$ cat config.mk
export PLATFORM = sky130hd
export DESIGN_NAME = msi_walker
export DESIGN_NICKNAME = d
export VERILOG_FILES = /design/src/rtl/msi_walk_pkg.sv /design/src/rtl/msi_trigger.sv /design/src/rtl/msi_walk_ctrl.sv /design/src/rtl/msi_walker.sv
export SDC_FILE = /design/constraint.sdc
export NUM_CORES = 1
export LEC_CHECK = 0
export ABC_AREA = 0
export BUFFER_PORTS_ARGS = -buffer_cell sky130_fd_sc_hd__buf_2
export CAP_MARGIN = 20
export CORE_AREA = 8 8 187 189
export DETAILED_ROUTE_END_ITERATION = 7
export DIE_AREA = 0 0 195 197
export GPL_TIMING_DRIVEN = 0
export PLACE_DENSITY = 0.66
export SLEW_MARGIN = 40
export SYNTH_ARGS = -nofsm -noshare
export SYNTH_HDL_FRONTEND = slang
export SYNTH_SLANG_ARGS = --single-unit
$ cat constraint.sdc
create_clock -name clk -period 2.95 [get_ports clk]
set_input_delay 0.1475 -clock clk [delete_from_list [all_inputs] [get_ports clk]]
set_output_delay 0.1475 -clock clk [all_outputs]
set_load 0.02 [all_outputs]
$ cat src/rtl/msi_walk_pkg.sv
package msi_walk_pkg;

  typedef enum logic [2:0] {
    ERR_NONE          = 3'd0,
    ERR_DEV_RANGE     = 3'd1,
    ERR_INDIRECT      = 3'd2,
    ERR_DTE_INVALID   = 3'd3,
    ERR_EVT_RANGE     = 3'd4,
    ERR_ITTE_INVALID  = 3'd5,
    ERR_VIRTUAL       = 3'd6,
    ERR_CTE_INVALID   = 3'd7
  } walk_err_e;

  typedef enum logic [2:0] {
    S_IDLE, S_DEV_REQ, S_DEV_WAIT, S_ITT_REQ, S_ITT_WAIT, S_COL_REQ, S_COL_WAIT
  } walk_state_e;

  localparam int unsigned FRAME_AW = 17;
  localparam logic [FRAME_AW-1:0] TRANSLATE_OFFSET = 17'h10040;

  // Byte address of an 8-byte entry in a flat table.
  function automatic logic [63:0] entry_addr(input logic [63:0] base, input logic [31:0] id);
    return base + {29'd0, id, 3'b000};
  endfunction

  // True when id has any bit at or above position nbits.
  function automatic logic id_exceeds(input logic [31:0] id, input logic [5:0] nbits);
    if (nbits >= 6'd32) return 1'b0;
    return (id >> nbits) != 32'd0;
  endfunction

  function automatic logic        dte_valid(input logic [63:0] e); return e[0];     endfunction
  function automatic logic [51:0] dte_itt_addr(input logic [63:0] e); return e[52:1]; endfunction
  function automatic logic [4:0]  dte_range(input logic [63:0] e); return e[57:53]; endfunction

  function automatic logic        itte_valid(input logic [63:0] e); return e[0];     endfunction
  function automatic logic        itte_phys(input logic [63:0] e);  return e[1];     endfunction
  function automatic logic [13:0] itte_intid(input logic [63:0] e); return e[15:2];  endfunction
  function automatic logic [15:0] itte_cid(input logic [63:0] e);   return e[45:30]; endfunction

  function automatic logic        cte_valid(input logic [63:0] e);  return e[0];     endfunction
  function automatic logic [39:0] cte_rdbase(input logic [63:0] e); return e[40:1];  endfunction

endpackage

$ cat src/rtl/msi_trigger.sv
module msi_trigger
  import msi_walk_pkg::*;
#(
  parameter int unsigned ADDR_BITS = FRAME_AW
) (
  input  logic                 clk,
  input  logic                 rst_n,
  input  logic                 msg_wr,
  input  logic [ADDR_BITS-1:0] msg_addr,
  input  logic                 busy,
  output logic                 start
);
  localparam logic [ADDR_BITS-1:0] HIT_ADDR = ADDR_BITS'(TRANSLATE_OFFSET);

  logic addr_hit;
  assign addr_hit = (msg_addr == HIT_ADDR);
  assign start    = msg_wr && addr_hit && !busy;

  // a write elsewhere in the window never launches a walk
  p_miss_no_start_r1: assert property (@(posedge clk) disable iff (!rst_n)
    (msg_wr && !addr_hit) |-> !start);
endmodule

$ cat src/rtl/msi_walk_ctrl.sv
module msi_walk_ctrl
  import msi_walk_pkg::*;
#(
  parameter int unsigned AW         = 52,
  parameter int unsigned DEV_BITS   = 16,
  parameter int unsigned EVENT_BITS = 16
) (
  input  logic          clk,
  input  logic          rst_n,
  input  logic          start,
  input  logic [31:0]   in_dev_id,
  input  logic [31:0]   in_event_id,
  input  logic [AW-1:0] cfg_dev_base,
  input  logic [AW-1:0] cfg_coll_base,
  input  logic          cfg_indirect,
  output logic          busy,
  output logic          mem_req_valid,
  input  logic          mem_req_ready,
  output logic [AW-1:0] mem_req_addr,
  input  logic          mem_rsp_valid,
  input  logic [63:0]   mem_rsp_data,
  output logic          lpi_valid,
  output logic [13:0]   lpi_intid,
  output logic [39:0]   lpi_rd_base,
  output logic          err_valid,
  output logic [2:0]    err_code
);
  localparam logic [5:0] DEV_W = 6'(DEV_BITS);
  localparam logic [5:0] EVT_W = 6'(EVENT_BITS);

  walk_state_e   state_q, state_d;
  logic [31:0]   ev_q;
  logic [AW-1:0] addr_q, addr_d;
  logic          load_addr;
  logic [13:0]   intid_q;
  logic          fail, done;
  walk_err_e     fail_code;

  logic lpi_v_q, err_v_q;
  logic [13:0] lpi_id_q;
  logic [39:0] lpi_rd_q;
  logic [2:0]  err_c_q;

  // Named internal events
  logic dev_over, evt_over, rsp_take;
  assign dev_over = id_exceeds(in_dev_id, DEV_W);
  assign evt_over = id_exceeds(ev_q, 6'(dte_range(mem_rsp_data)) + 6'd1) || id_exceeds(ev_q, EVT_W);
  assign rsp_take = mem_rsp_valid &&
                    (state_q == S_DEV_WAIT || state_q == S_ITT_WAIT || state_q == S_COL_WAIT);

  assign busy          = (state_q != S_IDLE);
  assign mem_req_valid = (state_q == S_DEV_REQ) || (state_q == S_ITT_REQ) || (state_q == S_COL_REQ);
  assign mem_req_addr  = addr_q;

  always_comb begin
    state_d   = state_q;
    addr_d    = addr_q;
    load_addr = 1'b0;
    fail      = 1'b0;
    fail_code = ERR_NONE;
    done      = 1'b0;
    unique case (state_q)
      S_IDLE: if (start) begin
        if (cfg_indirect) begin
          fail = 1'b1; fail_code = ERR_INDIRECT;
        end else if (dev_over) begin
          fail = 1'b1; fail_code = ERR_DEV_RANGE;
        end else begin
          load_addr = 1'b1;
          addr_d    = AW'(entry_addr(64'(cfg_dev_base), in_dev_id));
          state_d   = S_DEV_REQ;
        end
      end
      S_DEV_REQ: if (mem_req_ready) state_d = S_DEV_WAIT;
      S_ITT_REQ: if (mem_req_ready) state_d = S_ITT_WAIT;
      S_COL_REQ: if (mem_req_ready) state_d = S_COL_WAIT;
      S_DEV_WAIT: if (mem_rsp_valid) begin
        if (!dte_valid(mem_rsp_data)) begin
          fail = 1'b1; fail_code = ERR_DTE_INVALID;
        end else if (evt_over) begin
          fail = 1'b1; fail_code = ERR_EVT_RANGE;
        end else begin
          load_addr = 1'b1;
          addr_d    = AW'(entry_addr(64'(dte_itt_addr(mem_rsp_data)), ev_q));
          state_d   = S_ITT_REQ;
        end
      end
      S_ITT_WAIT: if (mem_rsp_valid) begin
        if (!itte_valid(mem_rsp_data)) begin
          fail = 1'b1; fail_code = ERR_ITTE_INVALID;
        end else if (!itte_phys(mem_rsp_data)) begin
          fail = 1'b1; fail_code = ERR_VIRTUAL;
        end else begin
          load_addr = 1'b1;
          addr_d    = AW'(entry_addr(64'(cfg_coll_base), 32'(itte_cid(mem_rsp_data))));
          state_d   = S_COL_REQ;
        end
      end
      S_COL_WAIT: if (mem_rsp_valid) begin
        if (!cte_valid(mem_rsp_data)) begin
          fail = 1'b1; fail_code = ERR_CTE_INVALID;
        end else begin
          done    = 1'b1;
          state_d = S_IDLE;
        end
      end
      default: state_d = S_IDLE;
    endcase
    if (fail) state_d = S_IDLE;
  end

  always_ff @(posedge clk) begin
    if (!rst_n) begin
      state_q  <= S_IDLE;
      ev_q     <= '0;
      addr_q   <= '0;
      intid_q  <= '0;
      lpi_v_q  <= 1'b0;
      lpi_id_q <= '0;
      lpi_rd_q <= '0;
      err_v_q  <= 1'b0;
      err_c_q  <= '0;
    end else begin
      state_q <= state_d;
      lpi_v_q <= done;
      err_v_q <= fail;
      if (load_addr) addr_q <= addr_d;
      if (state_q == S_IDLE && start) ev_q <= in_event_id;
      if (state_q == S_ITT_WAIT && mem_rsp_valid) intid_q <= itte_intid(mem_rsp_data);
      if (fail) err_c_q <= fail_code;
      if (done) begin
        lpi_id_q <= intid_q;
        lpi_rd_q <= cte_rdbase(mem_rsp_data);
      end
    end
  end

  assign lpi_valid   = lpi_v_q;
  assign lpi_intid   = lpi_id_q;
  assign lpi_rd_base = lpi_rd_q;
  assign err_valid   = err_v_q;
  assign err_code    = err_c_q;

  // a stalled request keeps its address
  p_req_hold_r10: assert property (@(posedge clk) disable iff (!rst_n)
    (mem_req_valid && !mem_req_ready) |=> (mem_req_valid && $stable(mem_req_addr)));
  // success strobe is a single cycle
  p_lpi_pulse_r9: assert property (@(posedge clk) disable iff (!rst_n)
    lpi_valid |=> !lpi_valid);
  // error and success never coincide; error leaves the walker idle
  p_excl_r12: assert property (@(posedge clk) disable iff (!rst_n)
    !(lpi_valid && err_valid));
  p_err_idle_r12: assert property (@(posedge clk) disable iff (!rst_n)
    err_valid |-> !mem_req_valid);
  // out-of-range device never reaches memory
  p_dev_noreq_r5: assert property (@(posedge clk) disable iff (!rst_n)
    (start && !busy && dev_over) |=> (!mem_req_valid && err_valid));
  // a response only ever follows an accepted request
  p_rsp_after_req_r2: assert property (@(posedge clk) disable iff (!rst_n)
    (mem_req_valid && mem_req_ready) |=> !mem_req_valid);
  // walk may only complete from the collection wait
  p_done_src_r7: assert property (@(posedge clk) disable iff (!rst_n)
    (rsp_take && state_q != S_COL_WAIT) |=> !lpi_valid);
endmodule

$ cat src/rtl/msi_walker.sv
module msi_walker
  import msi_walk_pkg::*;
#(
  parameter int unsigned AW         = 52,
  parameter int unsigned DEV_BITS   = 16,
  parameter int unsigned EVENT_BITS = 16
) (
  input  logic                clk,
  input  logic                rst_n,
  input  logic                msg_wr,
  input  logic [FRAME_AW-1:0] msg_addr,
  input  logic [31:0]         msg_dev_id,
  input  logic [31:0]         msg_event_id,
  input  logic [AW-1:0]       cfg_dev_base,
  input  logic [AW-1:0]       cfg_coll_base,
  input  logic                cfg_indirect,
  output logic                busy,
  output logic                mem_req_valid,
  input  logic                mem_req_ready,
  output logic [AW-1:0]       mem_req_addr,
  input  logic                mem_rsp_valid,
  input  logic [63:0]         mem_rsp_data,
  output logic                lpi_valid,
  output logic [13:0]         lpi_intid,
  output logic [39:0]         lpi_rd_base,
  output logic                err_valid,
  output logic [2:0]          err_code
);
  logic start_fire;

  msi_trigger #(.ADDR_BITS(FRAME_AW)) u_trigger (
    .clk      (clk),
    .rst_n    (rst_n),
    .msg_wr   (msg_wr),
    .msg_addr (msg_addr),
    .busy     (busy),
    .start    (start_fire)
  );

  msi_walk_ctrl #(.AW(AW), .DEV_BITS(DEV_BITS), .EVENT_BITS(EVENT_BITS)) u_ctrl (
    .clk           (clk),
    .rst_n         (rst_n),
    .start         (start_fire),
    .in_dev_id     (msg_dev_id),
    .in_event_id   (msg_event_id),
    .cfg_dev_base  (cfg_dev_base),
    .cfg_coll_base (cfg_coll_base),
    .cfg_indirect  (cfg_indirect),
    .busy          (busy),
    .mem_req_valid (mem_req_valid),
    .mem_req_ready (mem_req_ready),
    .mem_req_addr  (mem_req_addr),
    .mem_rsp_valid (mem_rsp_valid),
    .mem_rsp_data  (mem_rsp_data),
    .lpi_valid     (lpi_valid),
    .lpi_intid     (lpi_intid),
    .lpi_rd_base   (lpi_rd_base),
    .err_valid     (err_valid),
    .err_code      (err_code)
  );

  // an accepted translate write either starts a walk or reports at once
  p_start_takes_r1: assert property (@(posedge clk) disable iff (!rst_n)
    start_fire |=> (busy || err_valid));
  // indirect configuration fails before any read
  p_indirect_r6: assert property (@(posedge clk) disable iff (!rst_n)
    (start_fire && cfg_indirect) |=> (err_valid && err_code == 3'd2 && !mem_req_valid));
  // busy walker drops further writes
  p_busy_drop_r11: assert property (@(posedge clk) disable iff (!rst_n)
    (busy && msg_wr) |-> !start_fire);
endmodule

==> flow_summary.toml <==
[status]
outcome = "complete, no violations"

[route]
drcViolationCount = 0
drtPass1Iterations = 6
wire_per_inst_um = 21.88
drt-initial-drc-count = 1106
via_count = 14425
routed_wl_mm = 54.19
ant_nets = 0
viasPerCell = 5.826

[sta]
hold_viol_final = 0
period_needed_ns = 2.899
slew_viol_final = 0
hold_ws_ns = 0.008122
rsz0062_at_grt = "true"
timing.final.crit_share_pct = 98.28
slew_headroom_pct = 30.05
setup_viol = 0
setup-tns-final_ns = 0
setup_ws_ns = 0.05062
max_slew.worst_pin.slew_ns = 1.049
max_freq_mhz = 344.9
fin_skew_ns = 0.01275

[layout]
mostFrequentLayoutCells = "buf_2 (361), nand2_1 (242), dfxtp_1 (152)"
area_delta_synth_final_pct = 32.36
nNetsFinal = 2394
drive_gt1_share_pct = 24.90
layout_commonest_cell = "buf_2"

[floorplan]
coreArea_mm2 = 0.03204
fp.dieH_um = 197
pin_count = 368
initial_core_util_pct = 39.24
num_rows = 66
die_area_mm2 = 0.03842
die_w_um = 195

[clocking]
clock-root-buffer = "clkbuf_16"
clk_pin_slew_ns = 0.07
numClockSinks = 160
numCtsBuffers = 17
insertion_delay_ns = 0.44
clockBufferDepth = 2
htreeDepth = 4
cts_tree = "yes"

[synth]
yosys.cell_types.count = 75
synth-async-reset-ratio_pct = 0
synthCells = 1618
ys_top_cells_by_area = "dfxtp_1 (25%), ha_1 (8.0%), nand2_1 (7.2%)"
synth_edf_count = 0
syn_nets = 1956
ys_seq_area_share_pct = 25.48
synth.top_cell.area_share_pct = 25.48
yosys.area.top_type = "dfxtp_1"
synth.cell_area_mm2 = 0.01257
synthFlopType = "dfxtp_1"
ys_warn_count = 0
ys_ff_latch = 160
synth.avg_cell_area_um2 = 7.771

[placed_design]
port_buffers = 358
place_ws_ns = -0.7273
gp_routability_congestion = 0.9481
hpwl_mm = 43.60

[global_route]
gr-total-overflow = 0
track_usage_pct = 26.62
grt_pass1_vias = 14120
grt_max_degree = 17
grt_pass1_wl_mm = 80.54
antenna_found_initial = 6

[worst_setup_path]
cp.required_ns = 3.29
path_max_fanout = 4
crit_path_end_kind = "flip-flop"
crit_type = "flip-flop to flip-flop"
crit_path_start_kind = "flip-flop"
critPathArrivalTime_ns = 3.24
r2r_cells = 12

[worst_hold_path]
hold_class = "input pin to flip-flop"
holdPathStages = 3

[power_and_ir_drop]
pwr-share-seq_pct = 38.7
pwr-share-clk_pct = 37.3
p_leak_nw = 7.367
p_switching_w = 0.001740
combPwrFrac_pct = 24.0
sw_frac_of_total_pct = 31.22
internal-power_w = 0.003832
peakVddDrop_mv = 0.3538
p_per_area_mw_per_mm2 = 334.8

[flow_run]
drv_cap = 0
area by class of cell:
type,instances,area [um^2]
timing repair buffer,423,2439
clock inverter,8,62.56
clock buffer,19,452.9
tap,408,510.5
multi-input combinational,1342,9445
inverter,28,105.1
antenna,4,10.01
buffer,84,396.6
sequential,160,3221
fill,3148,15400
per-layer routing:
layer | track usage, % | vias up | routed length [um]
met5 | 0 | - | 24
met3 | 5.219 | 113 | 4352
li1 | - | 6798 | -
met4 | 12.61 | 4 | 2335
met1 | 32.92 | 6827 | 22310
met2 | 44.15 | 683 | 25170
cell usage after synthesis (all sizes together), types with 6 or more instances:
cell and count:
xnor2 67, nor2b 54, a41oi 6, buf 13, and2 15, o21a 7, xor2 58, o211ai 15
o211a 19, o21bai 6, clkbuf 75, o21ai 77, or3 7, nand4 24, a22oi 28, and3 21
inv 27, nand2b 14, nor3 26, a21o 61, a21oi 109, a211oi 21, a21boi 71, nor2 77
o22ai 16, a2111oi 6, and4 8, o221ai 8, dfxtp 160, ha 80, a31oi 27, nand2 242
nand3 47, mux2i 36, nor4 15
registers in the layout (all words and copies together) (netlist names):
name and count:
u_ctrl.lpi_rd_base 40, u_ctrl.state_q 3, u_ctrl.err_valid 1, u_ctrl.lpi_intid 14, u_ctrl.ev_q 32, u_ctrl.intid_q 14
u_ctrl.mem_req_addr 52, u_ctrl.lpi_valid 1, u_ctrl.err_code 3
cells by family (layout without fill, tap and decap cells):
group	after synthesis	count (layout)	share of synthesized area [%]
XOR/XNOR	125	125	8.707
AND/OR/NAND/NOR	572	572	21.80
buffers and inverters	116	562	3.741
other	0	4	0
flip-flops	160	160	25.48
multiplexers	43	43	3.672
AO/OA/AOI/OAI	519	519	28.16
adder cells (fa/ha/maj)	83	83	8.439
per-stage QoR:
| stage | total power, W | instance area, um^2 | std cells | util [%] |
|---|---|---|---|---|
| 3_5_place_dp | 0.003425 | 14900 | 2385 | 46.51 |
| 3_3_place_gp | 0.003419 | 14880 | 2384 | 46.45 |
| 2_1_floorplan | 0.002939 | 12580 | 1618 | - |
| 6_report | 0.005572 | 16640 | 2476 | 51.94 |
| 4_1_cts | 0.005531 | 16250 | 2467 | 50.72 |
| 5_1_grt | 0.005772 | 16640 | 2476 | 51.94 |
power by group through the flow:
stage | sequential (W) | combinational [W] | clock [W]
2_1_floorplan | 0.00221 | 0.000731 | 0
3_3_place_gp | 0.00221 | 0.00121 | 0
3_5_place_dp | 0.00221 | 0.00122 | 0
4_1_cts | 0.00216 | 0.00129 | 0.00208
5_1_grt | 0.00216 | 0.00144 | 0.00217
6_report | 0.00216 | 0.00134 | 0.00208
critical path, cell delays in order, from the launching register on:
cell      delay, ns
dfxtp_2        0.33
ha_4           0.16
fa_2           0.34
a21o_1         0.21
a221oi_4       0.31
o21ai_4        0.16
a41oi_2        0.16
nand3_2        0.13
o211ai_1       0.30
nand2_1        0.15
xnor2_1        0.18
o221ai_1       0.13
o221a_1        0.23
final timing paths:
kind                                        startpoint                 endpoint  slack [ns]
worst max-delay path                    u_ctrl.ev_q[0]  u_ctrl.mem_req_addr[37]        0.05
worst min-delay path                  msg_event_id[26]          u_ctrl.ev_q[26]       0.008
worst max register to register          u_ctrl.ev_q[0]  u_ctrl.mem_req_addr[37]        0.05
worst min register to register  u_ctrl.lpi_rd_base[29]   u_ctrl.lpi_rd_base[29]        0.46
what timing repair did:
item | CTS | global route
endpoints found under the hold margin | 52 | 1
setup endpoints to repair | 71 | 62
cloned | 0 | 2
pin swaps | 19 | 34
hold buffers | 48 | 1
gates resized for setup | 61 | 69
setup buffers | 7 | 6
No activity file was read; power rests on OpenSTA's default activity.
